[src/rtl/gpio_pkg.sv]
package gpio_pkg;
    localparam int ADDR_W = 4;

    typedef enum logic [ADDR_W-1:0] {
        RA_DRIVE  = 4'd0,
        RA_SENSE  = 4'd1,
        RA_LEVEL  = 4'd2,
        RA_SET    = 4'd3,
        RA_CLR    = 4'd4,
        RA_INV    = 4'd5,
        RA_POL    = 4'd6,
        RA_STAT   = 4'd7,
        RA_MASK_A = 4'd8,
        RA_MASK_B = 4'd9
    } reg_addr_e;

    typedef enum logic [1:0] {
        OUT_LOAD,
        OUT_SET,
        OUT_CLR,
        OUT_INV
    } out_op_e;

    typedef struct packed {
        logic      hit;
        out_op_e   op;
    } out_cmd_t;

    function automatic logic wr_hit(input logic we, input logic [ADDR_W-1:0] addr,
                                    input reg_addr_e target);
        return we && (addr == target);
    endfunction

    function automatic out_cmd_t decode_out(input logic we, input logic [ADDR_W-1:0] addr);
        out_cmd_t c;
        c.hit = we;
        c.op  = OUT_LOAD;
        case (addr)
            RA_LEVEL: c.op = OUT_LOAD;
            RA_SET:   c.op = OUT_SET;
            RA_CLR:   c.op = OUT_CLR;
            RA_INV:   c.op = OUT_INV;
            default:  c.hit = 1'b0;
        endcase
        return c;
    endfunction
endpackage

[src/rtl/gpio_edge_detect.sv]
module gpio_edge_detect #(
    parameter int NPINS  = 16,
    parameter int STAGES = 2
) (
    input  logic             clk,
    input  logic             rst,
    input  logic [NPINS-1:0] pad_in,
    input  logic [NPINS-1:0] sense_en,
    input  logic [NPINS-1:0] pol_rise,
    output logic [NPINS-1:0] edge_hit
);
    for (genvar i = 0; i < NPINS; i++) begin : g_pin
        logic [STAGES:0] shift_q;
        logic            cur, prev, rise, fall;

        always_ff @(posedge clk) begin
            if (rst) shift_q <= '0;
            else     shift_q <= {shift_q[STAGES-1:0], pad_in[i]};
        end

        assign cur  = shift_q[STAGES-1];
        assign prev = shift_q[STAGES];
        assign rise = cur & ~prev;
        assign fall = ~cur & prev;
        assign edge_hit[i] = sense_en[i] & (pol_rise[i] ? rise : fall);
    end
endmodule

[src/rtl/gpio_out_ctrl.sv]
module gpio_out_ctrl
    import gpio_pkg::*;
#(
    parameter int NPINS = 16
) (
    input  logic             clk,
    input  logic             rst,
    input  out_cmd_t         cmd,
    input  logic [NPINS-1:0] wdata,
    output logic [NPINS-1:0] level
);
    logic [NPINS-1:0] level_q, level_d;

    always_comb begin
        level_d = level_q;
        if (cmd.hit) begin
            case (cmd.op)
                OUT_LOAD: level_d = wdata;
                OUT_SET:  level_d = level_q | wdata;
                OUT_CLR:  level_d = level_q & ~wdata;
                OUT_INV:  level_d = level_q ^ wdata;
                default:  level_d = level_q;
            endcase
        end
    end

    always_ff @(posedge clk) begin
        if (rst) level_q <= '0;
        else     level_q <= level_d;
    end

    assign level = level_q;
endmodule

[src/rtl/gpio_irq_status.sv]
module gpio_irq_status #(
    parameter int NPINS = 16
) (
    input  logic             clk,
    input  logic             rst,
    input  logic [NPINS-1:0] edge_hit,
    input  logic             clr_en,
    input  logic [NPINS-1:0] clr_bits,
    input  logic [NPINS-1:0] mask_a,
    input  logic [NPINS-1:0] mask_b,
    output logic [NPINS-1:0] status,
    output logic             irq_a,
    output logic             irq_b
);
    logic [NPINS-1:0] stat_q, clr_v;

    assign clr_v = clr_en ? clr_bits : '0;

    always_ff @(posedge clk) begin
        if (rst) stat_q <= '0;
        else     stat_q <= (stat_q & ~clr_v) | edge_hit;
    end

    assign status = stat_q;
    assign irq_a  = |(stat_q & mask_a);
    assign irq_b  = |(stat_q & mask_b);
endmodule

[src/rtl/gpio_port.sv]
module gpio_port
    import gpio_pkg::*;
#(
    parameter int NPINS = 16
) (
    input  logic              clk,
    input  logic              rst,
    input  logic [ADDR_W-1:0] bus_addr,
    input  logic [NPINS-1:0]  bus_wdata,
    input  logic              bus_we,
    output logic [NPINS-1:0]  bus_rdata,
    input  logic [NPINS-1:0]  pad_in,
    output logic [NPINS-1:0]  pad_out,
    output logic [NPINS-1:0]  pad_oe,
    output logic              irq_a,
    output logic              irq_b
);
    logic [NPINS-1:0] drive_q, sense_q, pol_q, mask_a_q, mask_b_q;
    logic [NPINS-1:0] level, status, edge_hit;
    out_cmd_t         out_cmd;

    always_ff @(posedge clk) begin
        if (rst) begin
            drive_q  <= '0;
            sense_q  <= '0;
            pol_q    <= '0;
            mask_a_q <= '0;
            mask_b_q <= '0;
        end else begin
            if (wr_hit(bus_we, bus_addr, RA_DRIVE))  drive_q  <= bus_wdata;
            if (wr_hit(bus_we, bus_addr, RA_SENSE))  sense_q  <= bus_wdata;
            if (wr_hit(bus_we, bus_addr, RA_POL))    pol_q    <= bus_wdata;
            if (wr_hit(bus_we, bus_addr, RA_MASK_A)) mask_a_q <= bus_wdata;
            if (wr_hit(bus_we, bus_addr, RA_MASK_B)) mask_b_q <= bus_wdata;
        end
    end

    assign out_cmd = decode_out(bus_we, bus_addr);

    gpio_out_ctrl #(.NPINS(NPINS)) u_out (
        .clk(clk), .rst(rst), .cmd(out_cmd), .wdata(bus_wdata), .level(level)
    );

    gpio_edge_detect #(.NPINS(NPINS), .STAGES(2)) u_edge (
        .clk(clk), .rst(rst), .pad_in(pad_in), .sense_en(sense_q),
        .pol_rise(pol_q), .edge_hit(edge_hit)
    );

    gpio_irq_status #(.NPINS(NPINS)) u_stat (
        .clk(clk), .rst(rst), .edge_hit(edge_hit),
        .clr_en(wr_hit(bus_we, bus_addr, RA_STAT)), .clr_bits(bus_wdata),
        .mask_a(mask_a_q), .mask_b(mask_b_q), .status(status),
        .irq_a(irq_a), .irq_b(irq_b)
    );

    always_comb begin
        case (bus_addr)
            RA_DRIVE:  bus_rdata = drive_q;
            RA_SENSE:  bus_rdata = sense_q;
            RA_LEVEL,
            RA_SET,
            RA_CLR,
            RA_INV:    bus_rdata = level;
            RA_POL:    bus_rdata = pol_q;
            RA_STAT:   bus_rdata = status;
            RA_MASK_A: bus_rdata = mask_a_q;
            RA_MASK_B: bus_rdata = mask_b_q;
            default:   bus_rdata = '0;
        endcase
    end

    assign pad_out = level;
    assign pad_oe  = drive_q;
endmodule

[config.mk]
export PLATFORM = sky130hd
export DESIGN_NAME = gpio_port
export DESIGN_NICKNAME = d
export VERILOG_FILES = /design/src/rtl/gpio_pkg.sv /design/src/rtl/gpio_edge_detect.sv /design/src/rtl/gpio_out_ctrl.sv /design/src/rtl/gpio_irq_status.sv /design/src/rtl/gpio_port.sv
export SDC_FILE = /design/constraint.sdc
export NUM_CORES = 1
export LEC_CHECK = 0
export BUFFER_PORTS_ARGS = -buffer_cell sky130_fd_sc_hd__buf_2
export CORE_MARGIN = 2
export CORE_UTILIZATION = 64
export DETAILED_ROUTE_END_ITERATION = 12
export HOLD_SLACK_MARGIN = 0.02
export PLACE_DENSITY = 0.86
export SYNTH_ARGS = -nofsm -noshare
export SYNTH_HDL_FRONTEND = slang
export SYNTH_HIERARCHICAL = 1
export SYNTH_SLANG_ARGS = --single-unit
[constraint.sdc]
create_clock -name clk -period 3.5 [get_ports clk]
set_clock_uncertainty 0.05 [all_clocks]
set_input_delay 0 -clock clk [delete_from_list [all_inputs] [get_ports clk]]
set_output_delay 0 -clock clk [all_outputs]
set_load 0.02 [all_outputs]
==> results by stage <==
Worst setup path:
- The cell type group with the largest total delay on the critical path is buffers and inverters.
- The endpoint class of the critical path is an output port.
- The startpoint type of the worst setup path is an input port.
- At the worst endpoint, the required time is between 3 and 4 ns.
- The startpoint of the most critical register-to-register path is u_out/level[3].
- The delay of the slowest cell on the worst path is 0.67 ns.
- By instance count, the cell type seen most on the critical path is buf_2.
- Walking the worst path, the cells encountered are buf_2 -> or3b_1 -> o22ai_1 -> a211o_1 -> buf_2.
- The highest-delay cell along the critical path is or3b_1.
- The critical path starts at bus_addr[1].
- By startpoint and endpoint, the worst setup path is classified as input port to output port.
- The maximum fanout along the worst path is 46.
- The number of buffer and inverter instances along the worst setup path is 2.
- For the worst setup path, the data arrival time is 2.03 ns.

Logic synthesis:
- The top-area cell type share of the netlist area is 39.1%.
- The area of the mapped netlist is 0.00819 mm².
- By area the synthesized netlist is led by dfxtp_1 (39%), a21oi_1 (6.8%), nand3_1 (5.8%), ha_1 (4.9%), o21ai_0 (4.8%).
- By count the netlist is led by dfxtp_1 (160), a21oi_1 (111), nand3_1 (95).
- The number of different library cells used by synthesis comes to 49.
- The average instance area after synthesis is between 8 and 9 µm².
- The synthesized design contains 0 enable-type register cells.
- The number of cells produced by synthesis is 945.
- Among all flip-flop cells after synthesis, the most frequent one is dfxtp_1.
- The fraction of synthesis flops using an asynchronous set or reset pin is 0%.
- During synthesis, Yosys emitted a total of 6 warnings.
- The total nets after synthesis is 1,016.
- After synthesis the netlist holds a flip-flop and latch count of 160.
- The largest area contributor in the netlist is dfxtp_1.
- The most common cell in the synthesized netlist is dfxtp_1.
- The sequential area share after synthesis is 39.1%.

Route:
- Across all layers, the routed design uses 7,994 vias.
- The detail route stage leaves a number of antenna-violating nets equal to 0.
- For this run, design rule violations remaining after detail routing come to 0.
- The first routing iteration left 1,361 violations.
- The overall routed net length is 25,200 µm.
- The detail-routed via count per cell is 6.68.
- The routed length per instance is 21.0 µm.
- Before antenna repair, the detailed router went through 9 iterations.

Pwr:
- In this run the static leakage power is 3.71 nW.
- Power comes to 4.23 mW.
- The power density relative to cell area is about 450 mW/mm².
- The worst voltage drop across the vdd grid is 0.370 mV.

Hold path:
- The worst hold path begins at bus_addr[0].
- The class of the tightest hold or removal check is input port to register.

Floorplanning:
- The die is between 100 and 150 µm wide.
- 89 I/O pins were placed.
- Once the floorplan was initialized, standard cells occupied 65.1% of the core.
- The area of the core is 0.0126 mm².
- In this run the vertical extent of the chip is approximately 120 µm.
- The floorplan die area is between 0.01 and 0.015 mm².
- The floorplan has 41 rows.

CTS:
- The TritonCTS clock tree is built.
- In this run the clock root is driven by a clkbuf_16.
- The CTS sink count is 160.
- The H-tree depth reported by CTS is 4.
- The post-cts resize count is 0.
- The maximum clock path buffer count is 2.
- The clock network latency to the later pin of the worst-skew pair is 0.43 ns.
- After clock tree synthesis, the clock-pin slew on the worst setup and hold paths is 0.06 ns.
- Buffers inserted during clock tree synthesis total 17.

Global route:
- The total overflow left after global routing is 0.
- The number of global-route vias before repair was 7,320.
- Entering global routing, the biggest net connects 153 pins.
- Global routing consumed, over all layers together, 37.1% of the routing resources.
- The initial antenna violation count is 0.
- The wire length of the first global-routing pass is 38,500 µm.

Placement:
- Once detailed placement completed, the half-perimeter wirelength came to 15,400 µm.
- The number of I/O port buffers is 88.
- The congestion estimate from routability-driven global placement came to 0.924.

Timing:
- Setup repair after global routing left no endpoint under its margin.
- For the pin with the worst max-slew slack, the measured transition is 0.809 ns.
- Static timing analysis puts the maximum clock frequency at about 0.48 GHz.
- The ratio of final minimum period to clock period is slightly below 60%.
- After routing, the total negative slack on setup checks comes to 0 ns.
- Setup violations remaining at the end of the flow were counted as 0.
- The number of max-slew violations in the final report came to 0.
- For the finished layout, the period the worst path requires is between 2 and 2.5 ns.
- The count of endpoints failing hold in the final timing report is 0.
- The worst pin sits at a relative slew slack of 46.0%.

Run status:
- The flow ran to the end, and the final reports show no timing, DRC or antenna violations.

Finish:
- 0 antenna diodes ended up in the layout.
- The final-stage net count is 1,086.
- Relative to the synthesized area, the layout overhead comes to 15.8%.
- The post-route netlist has 15.0% of its cells at a drive strength greater than 1.

Run:
- Max-cap violations in this run came to 0.
==> report_power, final <==
part | total [mW] | leakage [nW] | internal [mW] | switching, mW
Combinational | 0.448 | 2.12 | 0.163 | 0.285
Clock | 1.88 | 0.285 | 1.16 | 0.717
Sequential | 1.90 | 1.30 | 1.86 | 0.0391
Total | 4.23 | 3.71 | 3.19 | 1.04
==> placed cells by master (no fill, tap or decap), drive strengths merged, types with 32 or more instances in the layout <==
| cell | Yosys | final |
|---|---|---|
| a21oi | 111 | 111 |
| buf | 53 | 104 |
| dfxtp | 160 | 160 |
| dlygate4sd3 | 0 | 34 |
| ha | 32 | 32 |
| inv | 32 | 32 |
| mux2i | 32 | 32 |
| nand2 | 36 | 36 |
| nand2b | 44 | 44 |
| nand3 | 95 | 95 |
| nor2b | 49 | 49 |
| o21ai | 84 | 84 |
==> per-stage QoR <==
stage / hold slack (ns) / setup slack, ns / instances / cell area [µm²] / util [%]
floorplan: 0.0782 / 1.70 / 945 / 8190 / -
global placement: 0.160 / 1.29 / 1134 / 8550 / 68.1
detailed placement: 0.163 / 1.24 / 1134 / 8550 / 68.1
CTS: 0.0615 / 1.52 / 1197 / 9480 / 75.4
global route: 0.0908 / 1.37 / 1197 / 9480 / 75.4
finish: 0.0798 / 1.42 / 1197 / 9480 / 75.4
==> cell families after synthesis <==
group                      Yosys count  synth area share (%)
AOI/OAI and AO/OA                  288                  21.3
DFF                                160                  39.1
muxes                               46                  5.84
buffers and inverters              120                  7.04
and+or+nand+nor                    298                  21.7
xor gates and xnor gates             1                 0.107
adders and majority gates           32                  4.89
==> final cells by class <==
| type | instances | area (µm²) |
|---|---|---|
| Clock inverter | 6 | 108 |
| Sequential cell | 160 | 3200 |
| Inverter | 33 | 124 |
| Timing Repair Buffer | 138 | 916 |
| Clock buffer | 23 | 478 |
| Multi-Input combinational cell | 665 | 4440 |
| Fill cell | 907 | 3090 |
| Tap cell | 172 | 215 |
==> worst reg2reg max path, stage by stage (launching register included) <==
cell and delay, ns:
dfxtp_1 0.45, inv_1 0.12, ha_1 0.31, nand2b_1 0.17
a32oi_1 0.23, o31ai_1 0.09
==> final timing paths <==
path | to | slack [ns] | depth (start not counted)
max | bus_rdata[13] | 1.42 | 5
min | pol_q[0] | 0.08 | 3
max reg2reg | u_out/level[3] | 1.93 | 5
min reg2reg | u_edge/g_pin[0].shift_q[1] | 0.39 | 1
==> registers in the layout, indices dropped and copies added (netlist names) <==
name	cells
u_edge/g_pin.shift_q	48
mask_a_q	16
mask_b_q	16
pad_oe	16
pol_q	16
sense_q	16
u_out/level	16
u_stat/status	16
==> what timing repair did <==
item	4_1_cts	5_1_grt
endpoints found under the hold margin	122	0
hold buffers	34	0
setup buffers	0	0
==> routing by layer <==
layer	wire length (µm)	global-route usage [%]
met5	0	0
met4	1430	19.1
met3	3260	9.63
met2	11100	57.4
met1	9360	48.0
Power figures use the tool's default switching activity.
